### src/rtl/cbc_pkg.sv
package cbc_pkg;
  // Field layout of the write address; the positions are behaviour.
  localparam int CHIP_W    = 2;
  localparam int PAGE_W    = 5;
  localparam int CHR_HI_W  = 4;
  localparam int CHR_LO_W  = 2;
  localparam int MIR_BIT   = 13;
  localparam int CHIP_LSB  = 11;
  localparam int PAGE_LSB  = 6;
  localparam int MODE_BIT  = 5;
  localparam int CHR_LSB   = 0;
  localparam int PG_W      = CHIP_W + PAGE_W;
  localparam int CHR_W     = CHR_HI_W + CHR_LO_W;
  localparam int WIN_OFF_W = 14;
  localparam int CHR_OFF_W = 13;

  typedef struct packed {
    logic                mirror_h;
    logic [CHIP_W-1:0]   chip;
    logic [PAGE_W-1:0]   page;
    logic                half;
    logic [CHR_HI_W-1:0] chr_hi;
    logic [CHR_LO_W-1:0] chr_lo;
  } cbc_cfg_t;

  function automatic cbc_cfg_t cbc_decode(input logic [15:0] a, input logic [CHR_LO_W-1:0] d);
    cbc_cfg_t c;
    c.mirror_h = a[MIR_BIT];
    c.chip     = a[CHIP_LSB +: CHIP_W];
    c.page     = a[PAGE_LSB +: PAGE_W];
    c.half     = a[MODE_BIT];
    c.chr_hi   = a[CHR_LSB +: CHR_HI_W];
    c.chr_lo   = d;
    return c;
  endfunction
endpackage

### src/rtl/cbc_cfg_reg.sv
module cbc_cfg_reg
  import cbc_pkg::*;
(
  input  logic                clk,
  input  logic                rst_n,
  input  logic [15:0]         cpu_addr,
  input  logic [CHR_LO_W-1:0] cpu_data_lo,
  input  logic                cpu_wr,
  input  logic                cpu_rom_sel,
  output cbc_cfg_t            cfg_q
);
  localparam cbc_cfg_t RESET_CFG = cbc_decode(16'h8000, '0);

  logic load;
  assign load = cpu_wr & cpu_rom_sel & cpu_addr[15];

  always_ff @(posedge clk or negedge rst_n) begin
    if (!rst_n)    cfg_q <= RESET_CFG;
    else if (load) cfg_q <= cbc_decode(cpu_addr, cpu_data_lo);
  end

  AST_HOLD_IDLE: assert property (@(posedge clk) disable iff (!rst_n)
    !load |=> $stable(cfg_q));
  AST_LOAD_MIRROR: assert property (@(posedge clk) disable iff (!rst_n)
    load |=> cfg_q.mirror_h == $past(cpu_addr[MIR_BIT]));
  AST_LOAD_CHR_LO: assert property (@(posedge clk) disable iff (!rst_n)
    load |=> cfg_q.chr_lo == $past(cpu_data_lo));
endmodule

### src/rtl/cbc_prg_map.sv
module cbc_prg_map
  import cbc_pkg::*;
#(
  parameter int ABSENT_SLOT = 2
) (
  input  logic                      clk,
  input  logic                      rst_n,
  input  cbc_cfg_t                  cfg,
  input  logic [WIN_OFF_W:0]        cpu_off,
  input  logic                      rom_read,
  output logic [PG_W+WIN_OFF_W-1:0] prg_rom_addr,
  output logic                      prg_oe
);
  localparam int NUM_SLOTS = 1 << CHIP_W;
  localparam int MAX_PAGE  = (NUM_SLOTS - 1) * (1 << PAGE_W) - 1;

  logic [CHIP_W-1:0] lin_idx;
  logic              present;
  logic [PG_W-1:0]   page_full, win_lo, win_hi, win_sel;

  generate
    if (ABSENT_SLOT < NUM_SLOTS) begin : g_sparse
      assign present = (cfg.chip != CHIP_W'(ABSENT_SLOT));
      assign lin_idx = (cfg.chip > CHIP_W'(ABSENT_SLOT)) ? cfg.chip - CHIP_W'(1) : cfg.chip;
    end else begin : g_dense
      assign present = 1'b1;
      assign lin_idx = cfg.chip;
    end
  endgenerate

  assign page_full = {lin_idx, cfg.page};
  always_comb begin
    if (cfg.half) begin
      win_lo = page_full;
      win_hi = page_full;
    end else begin
      win_lo = {page_full[PG_W-1:1], 1'b0};
      win_hi = {page_full[PG_W-1:1], 1'b1};
    end
  end

  assign win_sel      = cpu_off[WIN_OFF_W] ? win_hi : win_lo;
  assign prg_rom_addr = {win_sel, cpu_off[WIN_OFF_W-1:0]};
  assign prg_oe       = rom_read & present;

  AST_PAIR_EVEN: assert property (@(posedge clk) disable iff (!rst_n)
    !cfg.half |-> (win_lo[0] == 1'b0 && win_hi == win_lo + PG_W'(1)));
  AST_HALF_SAME: assert property (@(posedge clk) disable iff (!rst_n)
    cfg.half |-> win_lo == win_hi);
  AST_ABSENT_FLOAT: assert property (@(posedge clk) disable iff (!rst_n)
    (ABSENT_SLOT < NUM_SLOTS && cfg.chip == CHIP_W'(ABSENT_SLOT)) |-> !prg_oe);
  AST_PAGE_RANGE: assert property (@(posedge clk) disable iff (!rst_n)
    present |-> int'(page_full) <= MAX_PAGE);
endmodule

### src/rtl/cbc_chr_map.sv
module cbc_chr_map
  import cbc_pkg::*;
(
  input  logic                       clk,
  input  logic                       rst_n,
  input  cbc_cfg_t                   cfg,
  input  logic [CHR_OFF_W-1:0]       ppu_off,
  output logic [CHR_W+CHR_OFF_W-1:0] chr_rom_addr,
  output logic                       nt_a10
);
  assign chr_rom_addr = {cfg.chr_hi, cfg.chr_lo, ppu_off};
  assign nt_a10       = cfg.mirror_h ? ppu_off[11] : ppu_off[10];

  AST_NT_VERT: assert property (@(posedge clk) disable iff (!rst_n)
    (!cfg.mirror_h && $stable(ppu_off[10]) && $stable(cfg)) |-> $stable(nt_a10));
endmodule

### src/rtl/cbc_bank_ctrl.sv
module cbc_bank_ctrl
  import cbc_pkg::*;
(
  input  logic        clk,
  input  logic        rst_n,
  input  logic [15:0] cpu_addr,
  input  logic [7:0]  cpu_data,
  input  logic        cpu_wr,
  input  logic        cpu_rom_sel,
  input  logic [13:0] ppu_addr,
  output logic [20:0] prg_rom_addr,
  output logic        prg_oe,
  output logic [18:0] chr_rom_addr,
  output logic        nt_a10,
  output logic        mirror_h
);
  cbc_cfg_t cfg;
  logic     rom_read;
  logic     unused_bits;

  assign unused_bits = ^{cpu_data[7:CHR_LO_W], cpu_addr[4], ppu_addr[13]};
  assign rom_read    = cpu_rom_sel & ~cpu_wr & cpu_addr[15];
  assign mirror_h    = cfg.mirror_h;

  cbc_cfg_reg u_cfg (
    .clk(clk), .rst_n(rst_n), .cpu_addr(cpu_addr),
    .cpu_data_lo(cpu_data[CHR_LO_W-1:0]), .cpu_wr(cpu_wr),
    .cpu_rom_sel(cpu_rom_sel), .cfg_q(cfg)
  );

  cbc_prg_map #(.ABSENT_SLOT(2)) u_prg (
    .clk(clk), .rst_n(rst_n), .cfg(cfg), .cpu_off(cpu_addr[WIN_OFF_W:0]),
    .rom_read(rom_read), .prg_rom_addr(prg_rom_addr), .prg_oe(prg_oe)
  );

  cbc_chr_map u_chr (
    .clk(clk), .rst_n(rst_n), .cfg(cfg), .ppu_off(ppu_addr[CHR_OFF_W-1:0]),
    .chr_rom_addr(chr_rom_addr), .nt_a10(nt_a10)
  );

  AST_NO_OE_ON_WRITE: assert property (@(posedge clk) disable iff (!rst_n)
    cpu_wr |-> !prg_oe);
endmodule

### config.mk
export PLATFORM = sky130hd
export DESIGN_NAME = cbc_bank_ctrl
export DESIGN_NICKNAME = d
export VERILOG_FILES = /design/src/rtl/cbc_pkg.sv /design/src/rtl/cbc_cfg_reg.sv /design/src/rtl/cbc_prg_map.sv /design/src/rtl/cbc_chr_map.sv /design/src/rtl/cbc_bank_ctrl.sv
export SDC_FILE = /design/constraint.sdc
export NUM_CORES = 1
export LEC_CHECK = 0
export ABC_AREA = 1
export BUFFER_PORTS_ARGS = -buffer_cell sky130_fd_sc_hd__buf_2
export CORE_MARGIN = 3
export CORE_UTILIZATION = 40
export CTS_CLUSTER_SIZE = 28
export DETAILED_ROUTE_END_ITERATION = 10
export PLACE_DENSITY_LB_ADDON = 0.15
export SLEW_MARGIN = 25
export SYNTH_ARGS = -nofsm -noshare
export SYNTH_HDL_FRONTEND = slang
export SYNTH_SLANG_ARGS = --single-unit
### constraint.sdc
create_clock -name clk -period 1.8 [get_ports clk]
set_input_delay 0.18 -clock clk [delete_from_list [all_inputs] [get_ports clk]]
set_output_delay 0.18 -clock clk [all_outputs]
set_load 0.02 [all_outputs]
* Yosys cells after proc, flatten, opt, wreduce, memory -nomap -nowiden
Cells that the tools add are included.
** Cells by class
- $add $sub $neg :: 1
- Multiply operators :: 0
- Divide/modulo/power cells :: 0
- Order comparisons :: 1
- Equality and inequality tests :: 1
- Shift-type cells :: 0
- Multiplexer cells :: 5
- Bitwise logic cells :: 6
- Reduce and logical (&&, ||, !) cells :: 0
** Operators with widths (count)
- $and 1x1->1 :: 5
- $mux 1 :: 4
- $gt 2x2->1 const B :: 1
- $mux 2 :: 1
- $ne 2x2->1 const B :: 1
- $sub 2x1->2 const B :: 1
- $not 1->1 :: 1
** Storage, ports and cells
- Bits in registers :: 15
- Latch bits :: 0
- Bits in writable memories :: 0
- ROM bits :: 0
- Bits of input ports :: 42
- Output and inout bits :: 43
- Word-level logic and storage cells :: 20
- Memories kept :: 0

* Longest topological paths before layout
- Depth in word-level cells :: 4
- Mapped depth :: 5

* Hierarchy
Synthesis repeated with hierarchy kept, for this count alone.
** Unflattened totals
- Cell total of the unflattened synthesis :: 119
- Area total of the unflattened synthesis :: 1019.7 sq um
** Modules (own cells, without submodules)
- cbc_cfg_reg :: instances 1, cells each 68, area each 680.7 sq um
- cbc_prg_map :: instances 1, cells each 26, area each 171.4 sq um
- cbc_chr_map :: instances 1, cells each 23, area each 157.7 sq um
- cbc_bank_ctrl :: instances 1, cells each 2, area each 10.0 sq um

* Worst setup path after synthesis
OpenSTA, ideal clock, no wires.
- Path type :: register to output
- Start :: reg u_cfg.cfg_q[14] (netlist bit)
- End :: out nt_a10
- Data arrival time :: 0.981 ns
- Slack :: 0.639 ns
- Stages on the path, launching flop included :: 2
- Buffers on the path :: 0
- Cells stage by stage :: dfrtp_1 -> o21ai_0
** On the way
- Word-level cells in the longest chain between the ends :: 1
** RTL lines
- start, declared :: line cbc_cfg_reg.sv:10 : output cbc_cfg_t cfg_q
- start signal, assigned :: line cbc_cfg_reg.sv:19 : else if (load) cfg_q <= cbc_decode(cpu_addr, cpu_data_lo);
- $mux 1 :: line cbc_chr_map.sv:12 : assign nt_a10 = cfg.mirror_h ? ppu_off[11] : ppu_off[10];
- end, declared :: line cbc_bank_ctrl.sv:14 : output logic nt_a10,
No other way between the ends.

* Final worst setup path
- Start :: reg u_cfg.cfg_q[13] (netlist bit)
- End :: out prg_oe
** On the way
- Word-level cells in the longest chain between the ends :: 2
** RTL lines
- $ne 2x2->1 :: line cbc_prg_map.sv:23 : assign present = (cfg.chip != CHIP_W'(ABSENT_SLOT));
- $and 1x1->1 :: line cbc_prg_map.sv:44 : assign prg_oe = rom_read & present;
- end, declared :: line cbc_bank_ctrl.sv:12 : output logic prg_oe,
No other way between the ends.

==> summary.txt <==
Worst setup path
  – Crit Path Class: reg2out
  – CP max FO: 4
  – Crit path capture type: output pin
  – Worst Path Arrival: 1.06 ns
  – Slowest CP cell: dfrtp_1
  – CP Launch Type: flip-flop
  – Crit path largest cell delay: approximately 0.42 ns
  – Critical path required time: around 1.6 ns
  – Worst path most repeated cell: nor2_1
  – Delay-heaviest family, CP: flip-flops
  – CP Buf/Inv Count: 2
  – Crit-path cells: inv_1 > nor2_1 > nor2_1 > buf_2

Power and ir drop
  – Worst vdd ir: about 0.00039 V
  – Sw frac: 0.372
  – Power density cells: 921 nW/µm²
  – Part of the power in registers: 0.463
  – Switching power: between 0.3 and 0.4 mW
  – Clk pwr share: 0.219
  – Cell internal pwr: between 0.5 and 0.6 mW
  – Gate power share: 0.317
  – P_leak: 0.587 nW

STA
  – Final min period: 1.24 ns
  – Max Freq: between 800 and 900 MHz
  – Setup TNS: 0 ns
  – Fin. Hold Viols: 0
  – RSZ-0062 raised after global routing: false
  – Final Hold Slack: about 0.14 ns
  – Final Max Slew Viols: 0
  – Post-route clock skew: 0 ns
  – Worst Tran Pin Value: ~0.36 ns
  – Setup violators final: 0
  – Fin crit share: 0.688
  – Slew Limit Headroom: 0.761

GRT
  – Initial antenna violation count: 0
  – Number of global-route vias before repair: between 700 and 800
  – First-pass GRT wire length: between 3000 and 4000 µm
  – Largest net degree at the start of global routing: 18
  – Gr usage total: 0.143
  – Remaining global-route overflow: 0

Final layout
  – Fillers: 252
  – Ratio of cells with drive above 1 in the final layout: 0.443
  – Number of flip-flops in the largest register: 15
  – Reg area: roughly 380 µm²
  – Nets: ~170
  – Multi-input logic area: between 200 and 300 µm²
  – Area Overhead vs Synth: 0.254%
  – Top Registers: u_cfg.cfg_q: 15 flops
  – Top reg by flops: u_cfg.cfg_q
  – N_diodes: 0
  – Commonest non-fill, non-tap cells in the layout: buf_2 (53), nand2_1 (32), nand4_1 (15), dfrtp_1 (15), inv_1 (4)
  – Commonest non-fill, non-tap cell in the layout: buf_2

Synthesis
  – Post-synthesis area per instance: 8.36 µm²
  – Cells after synthesis: between 100 and 150
  – Yosys warning count: 0
  – Number of distinct library cells after synthesis: 12
  – Register area share after synthesis: 0.381
  – Register bit count reported by yosys: 15
  – Synthesized cell area: ~990 µm²
  – Syn Nets: 160

Drt
  – Total wire length: ~2100 µm
  – Wire per inst: between 10 and 15 µm
  – Iter 0 DRT Violations: 16
  – Post-DR vias/cell: 4.90
  – Antenna viol nets, final: 0
  – DRC Markers: 0
  – Drt first pass iters: 5
  – Via count: between 700 and 800

Placement
  – Final GP Congestion: ~0.70
  – Final HPWL DP: approximately 1500 µm
  – # port buffers: 53

Clocking
  – Clk sinks: 15
  – Largest buffer count on any clock path: 2
  – Clk slew on worst S/H paths: roughly 0.1 ns
  – CTS root buf: clkbuf_4
  – CTS tree: done
  – Clk_lat worst skew: 0.28 ns
  – CTS buffer count: 3
  – Number of H-tree levels: 1
  – Post-CTS sizing: 0

Floorplan
  – Die Ht: between 50 and 60 µm
  – Initial core utilization: 0.433
  – Total I/O pin count: 85
  – DIE WIDTH: roughly 56 µm
  – FP Rows: 17
  – Full die area: 3100 µm²
  – Area of the core: roughly 2300 µm²

Hold path
  – Worst min path class: in2reg

Job
  – Max-cap violations: 0

Status
  – Status: finished clean
## what timing repair did
item                                   in CTS  in global routing
buffers inserted                            0                  0
endpoints found under the hold margin      15                  0
hold buffers                                1                  0
## metal layers
metal | vias up | routed length, µm | global-route usage
met5 | - | 0 | 0
met3 | 14 | 287 | 0.0441
met4 | 0 | 53 | 0.0764
li1 | 371 | - | -
met1 | 342 | 805 | 0.174
met2 | 52 | 979 | 0.225
## synth_stat cells
| cell type | number | area [µm²] |
|---|---|---|
| nor2_1 | 3 | 11.3 |
| dfrtp_1 | 15 | 375 |
| inv_1 | 4 | 15.0 |
| nand4_1 | 15 | 93.8 |
| buf_2 | 1 | 5.00 |
| buf_4 | 42 | 315 |
| clkbuf_1 | 1 | 3.75 |
| nand3b_1 | 1 | 7.51 |
| buf_6 | 1 | 11.3 |
| nand2_1 | 32 | 120 |
| o21ai_0 | 2 | 10.0 |
| nand3_4 | 1 | 17.5 |
## metrics by stage
step	setup WS, ns	instances	util	area [µm²]	power (mW)
final	0.562	159	0.434	988	0.910
after detailed placement	0.757	154	0.418	951	0.721
after floorplan	0.639	118	-	986	0.722
after CTS	0.543	159	0.434	988	0.926
after global routing	0.480	159	0.434	988	0.969
after global placement	0.759	154	0.418	951	0.715
## power groups by stage
stage	clock [mW]	combinational, mW	sequential [mW]
floorplan	0	0.295	0.427
global placement	0	0.289	0.427
detailed placement	0	0.292	0.429
CTS	0.209	0.295	0.423
global route	0.217	0.322	0.431
finish	0.200	0.289	0.422
## final timing paths
path	endpoint	slack [ns]	start	depth (start not counted)
worst max register to register	u_cfg.cfg_q[14]	1.14	u_cfg.cfg_q[14]	2
min in group asynchronous	u_cfg.cfg_q[1]	0.32	rst_n	2
worst min register to register	u_cfg.cfg_q[8]	0.49	u_cfg.cfg_q[8]	2
worst max-delay path	prg_oe	0.56	u_cfg.cfg_q[13]	4
max in group asynchronous	u_cfg.cfg_q[8]	1.22	rst_n	2
worst min-delay path	u_cfg.cfg_q[9]	0.14	cpu_addr[8]	3
## cells by family after synthesis
group,share of synthesized area
buffers and inverters,0.355
AND/OR/NAND/NOR,0.254
AO/OA/AOI/OAI,0.0102
flip-flops,0.381
## worst register-to-register path, cell delays in order (launching register included)
cell,delay (ns)
dfrtp_1,0.42
nand2_1,0.08
nand2_1,0.06
## layout make-up
class	instances	area share
well taps	28	0.0354
clock inverters	1	0.00506
flip-flops and latches	15	0.380
clock buffers	3	0.0228
repair buffers	54	0.278
multi-input cells	54	0.263
inverters	4	0.0152
No activity file was read; power rests on OpenSTA's default activity.
